### config.mk
export PLATFORM = sky130hd
export DESIGN_NAME = mode_sel_shift_reg
export DESIGN_NICKNAME = d
export VERILOG_FILES = /design/src/rtl/msr_pkg.sv /design/src/rtl/msr_ctrl.sv /design/src/rtl/msr_stage.sv /design/src/rtl/msr_seq_count.sv /design/src/rtl/mode_sel_shift_reg.sv
export SDC_FILE = /design/constraint.sdc
export NUM_CORES = 1
export LEC_CHECK = 0
export BUFFER_PORTS_ARGS = -buffer_cell sky130_fd_sc_hd__buf_4
export CORE_AREA = 2 2 39 41
export CTS_CLUSTER_DIAMETER = 40
export DETAILED_ROUTE_END_ITERATION = 8
export DIE_AREA = 0 0 41 43
export GPL_TIMING_DRIVEN = 0
export SLEW_MARGIN = 20
export SYNTH_ARGS = -nofsm -noshare
export SYNTH_HDL_FRONTEND = slang
export SYNTH_SLANG_ARGS = --single-unit
### constraint.sdc
create_clock -name clk_i -period 1.1 [get_ports clk_i]
set_clock_uncertainty 0.1 [all_clocks]
set_input_delay 0.22 -clock clk_i [delete_from_list [all_inputs] [get_ports clk_i]]
set_output_delay 0.22 -clock clk_i [all_outputs]
set_load 0.1 [all_outputs]
### src/rtl/msr_pkg.sv
package msr_pkg;

  localparam logic [1:0] MODE_SISO = 2'b00;
  localparam logic [1:0] MODE_SIPO = 2'b01;
  localparam logic [1:0] MODE_PISO = 2'b10;
  localparam logic [1:0] MODE_PIPO = 2'b11;

  typedef enum logic [1:0] {
    SEL_HOLD  = 2'd0,
    SEL_SHIFT = 2'd1,
    SEL_LOAD  = 2'd2,
    SEL_CLEAR = 2'd3
  } stage_sel_e;

endpackage

### src/rtl/msr_ctrl.sv
module msr_ctrl
  import msr_pkg::*;
(
  input  logic       clk_i,
  input  logic       rst_ni,
  input  logic [1:0] mode_i,
  input  logic       load_i,
  input  logic       serial_i,
  output stage_sel_e sel_o,
  output logic       fill_o,
  output logic       shift_o,
  output logic       restart_o
);

  logic [1:0] mode_q;

  always_ff @(posedge clk_i or negedge rst_ni) begin
    if (!rst_ni) mode_q <= MODE_SISO;
    else         mode_q <= mode_i;
  end

  always_comb begin
    sel_o   = SEL_HOLD;
    fill_o  = 1'b0;
    shift_o = 1'b0;
    case (mode_i)
      MODE_SISO, MODE_SIPO: begin
        sel_o   = SEL_SHIFT;
        fill_o  = serial_i;
        shift_o = 1'b1;
      end
      MODE_PISO: begin
        sel_o   = load_i ? SEL_LOAD : SEL_SHIFT;
        shift_o = !load_i;
      end
      default: sel_o = load_i ? SEL_LOAD : SEL_HOLD;
    endcase
  end

  assign restart_o = (mode_i != mode_q) || (mode_i[1] && load_i);

endmodule

### src/rtl/msr_stage.sv
module msr_stage
  import msr_pkg::*;
(
  input  logic       clk_i,
  input  logic       rst_ni,
  input  stage_sel_e sel_i,
  input  logic       shift_src_i,
  input  logic       par_bit_i,
  output logic       q_o
);

  logic d;

  always_comb begin
    case (sel_i)
      SEL_SHIFT: d = shift_src_i;
      SEL_LOAD:  d = par_bit_i;
      SEL_CLEAR: d = 1'b0;
      default:   d = q_o;
    endcase
  end

  always_ff @(posedge clk_i or negedge rst_ni) begin
    if (!rst_ni) q_o <= 1'b0;
    else         q_o <= d;
  end

endmodule

### src/rtl/msr_seq_count.sv
module msr_seq_count #(
  parameter int unsigned WIDTH = 4,
  localparam int unsigned CNT_W = (WIDTH > 2) ? $clog2(WIDTH) : 1
) (
  input  logic clk_i,
  input  logic rst_ni,
  input  logic shift_i,
  input  logic restart_i,
  output logic done_o
);

  localparam logic [CNT_W-1:0] LAST = CNT_W'(WIDTH - 1);

  logic [CNT_W-1:0] cnt_q;

  always_ff @(posedge clk_i or negedge rst_ni) begin
    if (!rst_ni) begin
      cnt_q  <= '0;
      done_o <= 1'b0;
    end else if (restart_i) begin
      // shift made on the restart edge counts as the first
      cnt_q  <= shift_i ? CNT_W'(1) : '0;
      done_o <= 1'b0;
    end else if (shift_i) begin
      if (cnt_q == LAST) begin
        cnt_q  <= '0;
        done_o <= 1'b1;
      end else begin
        cnt_q <= cnt_q + CNT_W'(1);
      end
    end
  end

endmodule

### src/rtl/mode_sel_shift_reg.sv
module mode_sel_shift_reg
  import msr_pkg::*;
#(
  parameter int unsigned WIDTH = 4
) (
  input  logic             clk_i,
  input  logic             rst_ni,
  input  logic [1:0]       mode_i,
  input  logic             load_i,
  input  logic             serial_i,
  input  logic [WIDTH-1:0] par_i,
  output logic             serial_o,
  output logic [WIDTH-1:0] par_o,
  output logic             done_o
);

  stage_sel_e sel;
  logic       fill;
  logic       shift_evt;
  logic       restart_evt;
  logic [WIDTH-1:0] q;

  msr_ctrl u_ctrl (
    .clk_i    (clk_i),
    .rst_ni   (rst_ni),
    .mode_i   (mode_i),
    .load_i   (load_i),
    .serial_i (serial_i),
    .sel_o    (sel),
    .fill_o   (fill),
    .shift_o  (shift_evt),
    .restart_o(restart_evt)
  );

  for (genvar i = 0; i < WIDTH; i++) begin : g_stage
    logic src;
    if (i == WIDTH - 1) begin : g_top
      assign src = fill;
    end else begin : g_mid
      assign src = q[i+1];
    end
    msr_stage u_stage (
      .clk_i      (clk_i),
      .rst_ni     (rst_ni),
      .sel_i      (sel),
      .shift_src_i(src),
      .par_bit_i  (par_i[i]),
      .q_o        (q[i])
    );
  end

  msr_seq_count #(.WIDTH(WIDTH)) u_count (
    .clk_i    (clk_i),
    .rst_ni   (rst_ni),
    .shift_i  (shift_evt),
    .restart_i(restart_evt),
    .done_o   (done_o)
  );

  assign par_o    = q;
  assign serial_o = q[0];

endmodule

==> results.json <==
{
  "period_minus_slack_ns": 1.35,
  "synth_most_common_cell": "dfrtp_1",
  "fill_cells": 126,
  "synthFlopType": "dfrtp_1",
  "die_area_sq_um": 1760,
  "violations": "setup timing",
  "grtUsageTotal_pct": 13.5,
  "core-area_sq_um": 1380,
  "powerDensity_nw_per_um2": 1430,
  "min_path_type": "in2reg",
  "first_iter_violations": 11,
  "start_util_pct": 31.1,
  "crit_type": "reg2out",
  "cts.clk_slew.worst_paths_ns": 0.06,
  "regArea_sq_um": 230,
  "yosysWarnings": 0,
  "worstPathMaxFanout": 3,
  "multiInputGateArea_sq_um": 200,
  "switchingPower_uw": 394,
  "critPathRequiredTime_ns": 0.78,
  "pwr-share-clk_pct": 24.2,
  "swShare_pct": 36.2,
  "grt_start_max_net_pins": 10,
  "total_leakage_power_uw": 0.000349,
  "cts.htree.levels": 1,
  "die-height_um": 43,
  "numCtsBuffers": 3,
  "synth_cell_type_count": 17,
  "worstPathArrival_ns": 1.03,
  "synth_top_area_share_pct": 52.3,
  "io_pins": 16,
  "cp-start-kind": "register",
  "peakVddDrop_mv": 0.640,
  "whs_path_depth": 1,
  "post-route-period-util_pct": 122,
  "setup_viol": 7,
  "netlist_area_sq_um": 430,
  "tns_ns": -0.982,
  "ant_nets": 0,
  "grt_pass1_wl_um": 1580,
  "internal_power_uw": 696,
  "maxCapViolations": 0,
  "drt_wl_total_um": 965,
  "drc": 0,
  "avgSynthCellArea_sq_um": 11.6,
  "gp_congestion": 0.740,
  "gr-total-overflow": 0,
  "viasPerCell": 4.90,
  "synth_enable_flop_cells": 0,
  "drtPass1Iterations": 4,
  "antenna_found_initial": 0,
  "synth_cells": 37,
  "syn_to_final_growth_pct": 76.5,
  "vias": 387,
  "drive_above_1_share_pct": 55.6,
  "crit_path_end_kind": "output pin",
  "seqPwrFrac_pct": 35.2,
  "synth_area_leader_cell": "dfrtp_1",
  "cts_root_buf": "clkbuf_4",
  "nNetsFinal": 75,
  "hold_viol_final": 0,
  "status": "complete, but fails checks",
  "relSlewSlack_pct": 79.6,
  "async_flop_share_pct": 100,
  "route.detailed.wl_per_inst_um": 12.2,
  "numPortBuffers": 15,
  "synth_nets": 48,
  "ys_seq_elements": 9,
  "cts_tree": "yes",
  "clock.fmax_ghz": 0.743,
  "synth_area_leaders": "dfrtp_1 (52%), a22o_1 (12%), buf_4 (7.0%), nor2_1 (3.5%), ha_1 (2.9%)",
  "fin_ws_ns": -0.246,
  "die_w_um": 41,
  "rows": 14,
  "p_comb_share_pct": 40.7,
  "hpwl_um": 635,
  "clock_latency_ns": 0.26,
  "ys_seq_area_share_pct": 52.3,
  "maxSlewViolCount": 0,
  "r2r_cells": 3,
  "holdWs_ns": 0.0166,
  "diodes": 0,
  "cts.sinks": 9,
  "worst_slew_pin_slew_ns": 0.307,
  "clock_path_buffers": 2,
  "synth_common_cells": "dfrtp_1 (9), a22o_1 (6), buf_4 (4), nor2_1 (4), a21oi_1 (2)",
  "rsz0062_at_grt": "true",
  "grt_pass1_vias": 383
}
==> registers in the layout, summed over array words and instances, names as in the netlist <==
signal               flops
u_count.cnt_q            2
u_count.done_o           1
g_stage.u_stage.q_o      4
u_ctrl.mode_q            2
==> power groups by stage <==
stage / Clock (uW) / Sequential, uW / Combinational, uW
finish: 263 / 383 / 443
global placement: 0 / 387 / 331
global route: 284 / 387 / 464
floorplan: 0 / 421 / 216
CTS: 272 / 380 / 437
detailed placement: 0 / 389 / 334
==> placed cells by master (no fill, tap or decap), types with 2 or more instances in the layout <==
cell type	synthesis	layout
buf_6	0	4
a22o_1	6	6
dlygate4sd3_1	0	2
dfrtp_1	9	7
a21oi_1	2	2
nor2_1	4	4
o21ai_2	1	2
clkbuf_4	0	3
buf_4	4	15
buf_12	0	5
==> what timing repair did <==
item                                    CTS  global route
buffers inserted                          5             1
endpoints found under the hold margin    10             0
pin swaps                                 0             1
endpoints found under the setup margin    8            10
gates resized for setup                  18             5
hold buffers                              2             0
==> kinds of logic after synthesis <==
family	share of synthesized area (%)
XOR/XNOR	2.04
AND/OR/NAND/NOR	6.98
AO/OA/AOI/OAI	25.3
flip-flops	52.3
multiplexers	2.33
buffers and inverters	8.14
adder cells (fa/ha/maj)	2.91
==> worst max-delay path: stages, from the launching register on <==
cell,delay (ns)
dfrtp_4,0.48
buf_6,0.12
buf_12,0.15
==> worst paths after layout <==
check	to	startpoint	slack [ns]
max	par_o[0]	g_stage[0].u_stage.q_o$_DFFE_PN0P_	-0.25
min	u_ctrl.mode_q[0]$_DFF_PN0_	mode_i[0]	0.02
max reg2reg	g_stage[0].u_stage.q_o$_DFFE_PN0P_	g_stage[0].u_stage.q_o$_DFFE_PN0P_	-0.07
min reg2reg	u_count.done_o$_DFFE_PN0P_	u_count.done_o$_DFFE_PN0P_	0.44
max in group asynchronous	g_stage[0].u_stage.q_o$_DFFE_PN0P_	rst_ni	0.54
min in group asynchronous	u_ctrl.mode_q[0]$_DFF_PN0_	rst_ni	0.21
==> routing by layer <==
| layer | track usage, % | wire (um) | part of all wire [%] |
|---|---|---|---|
| met2 | 20.9 | 469 | 49 |
| met5 | 0 | 0 | 0 |
| met4 | 6.00 | 15 | 1.6 |
| met1 | 15.7 | 410 | 42 |
| met3 | 5.24 | 69 | 7.2 |
==> per-stage QoR <==
| stage | cells | worst slack, ns | util (%) | total power (uW) | cell area, sq um |
|---|---|---|---|---|---|
| 2_1_floorplan | 37 | -0.108 | - | 636 | 439 |
| 3_3_place_gp | 68 | -0.135 | 41.3 | 718 | 572 |
| 3_5_place_dp | 68 | -0.136 | 41.3 | 722 | 572 |
| 4_1_cts | 78 | -0.249 | 52.5 | 1090 | 727 |
| 5_1_grt | 79 | -0.266 | 54.9 | 1130 | 759 |
| 6_report | 79 | -0.246 | 54.9 | 1090 | 759 |
==> final cells by class <==
cell class / count / area share, %
Buffer: 4 / 5.11
Tap cell: 16 / 2.64
Clock buffer: 4 / 3.46
Multi-Input combinational cell: 23 / 26.4
Sequential cell: 9 / 30.3
Timing Repair Buffer: 23 / 32.1
Power figures use the tool's default switching activity.
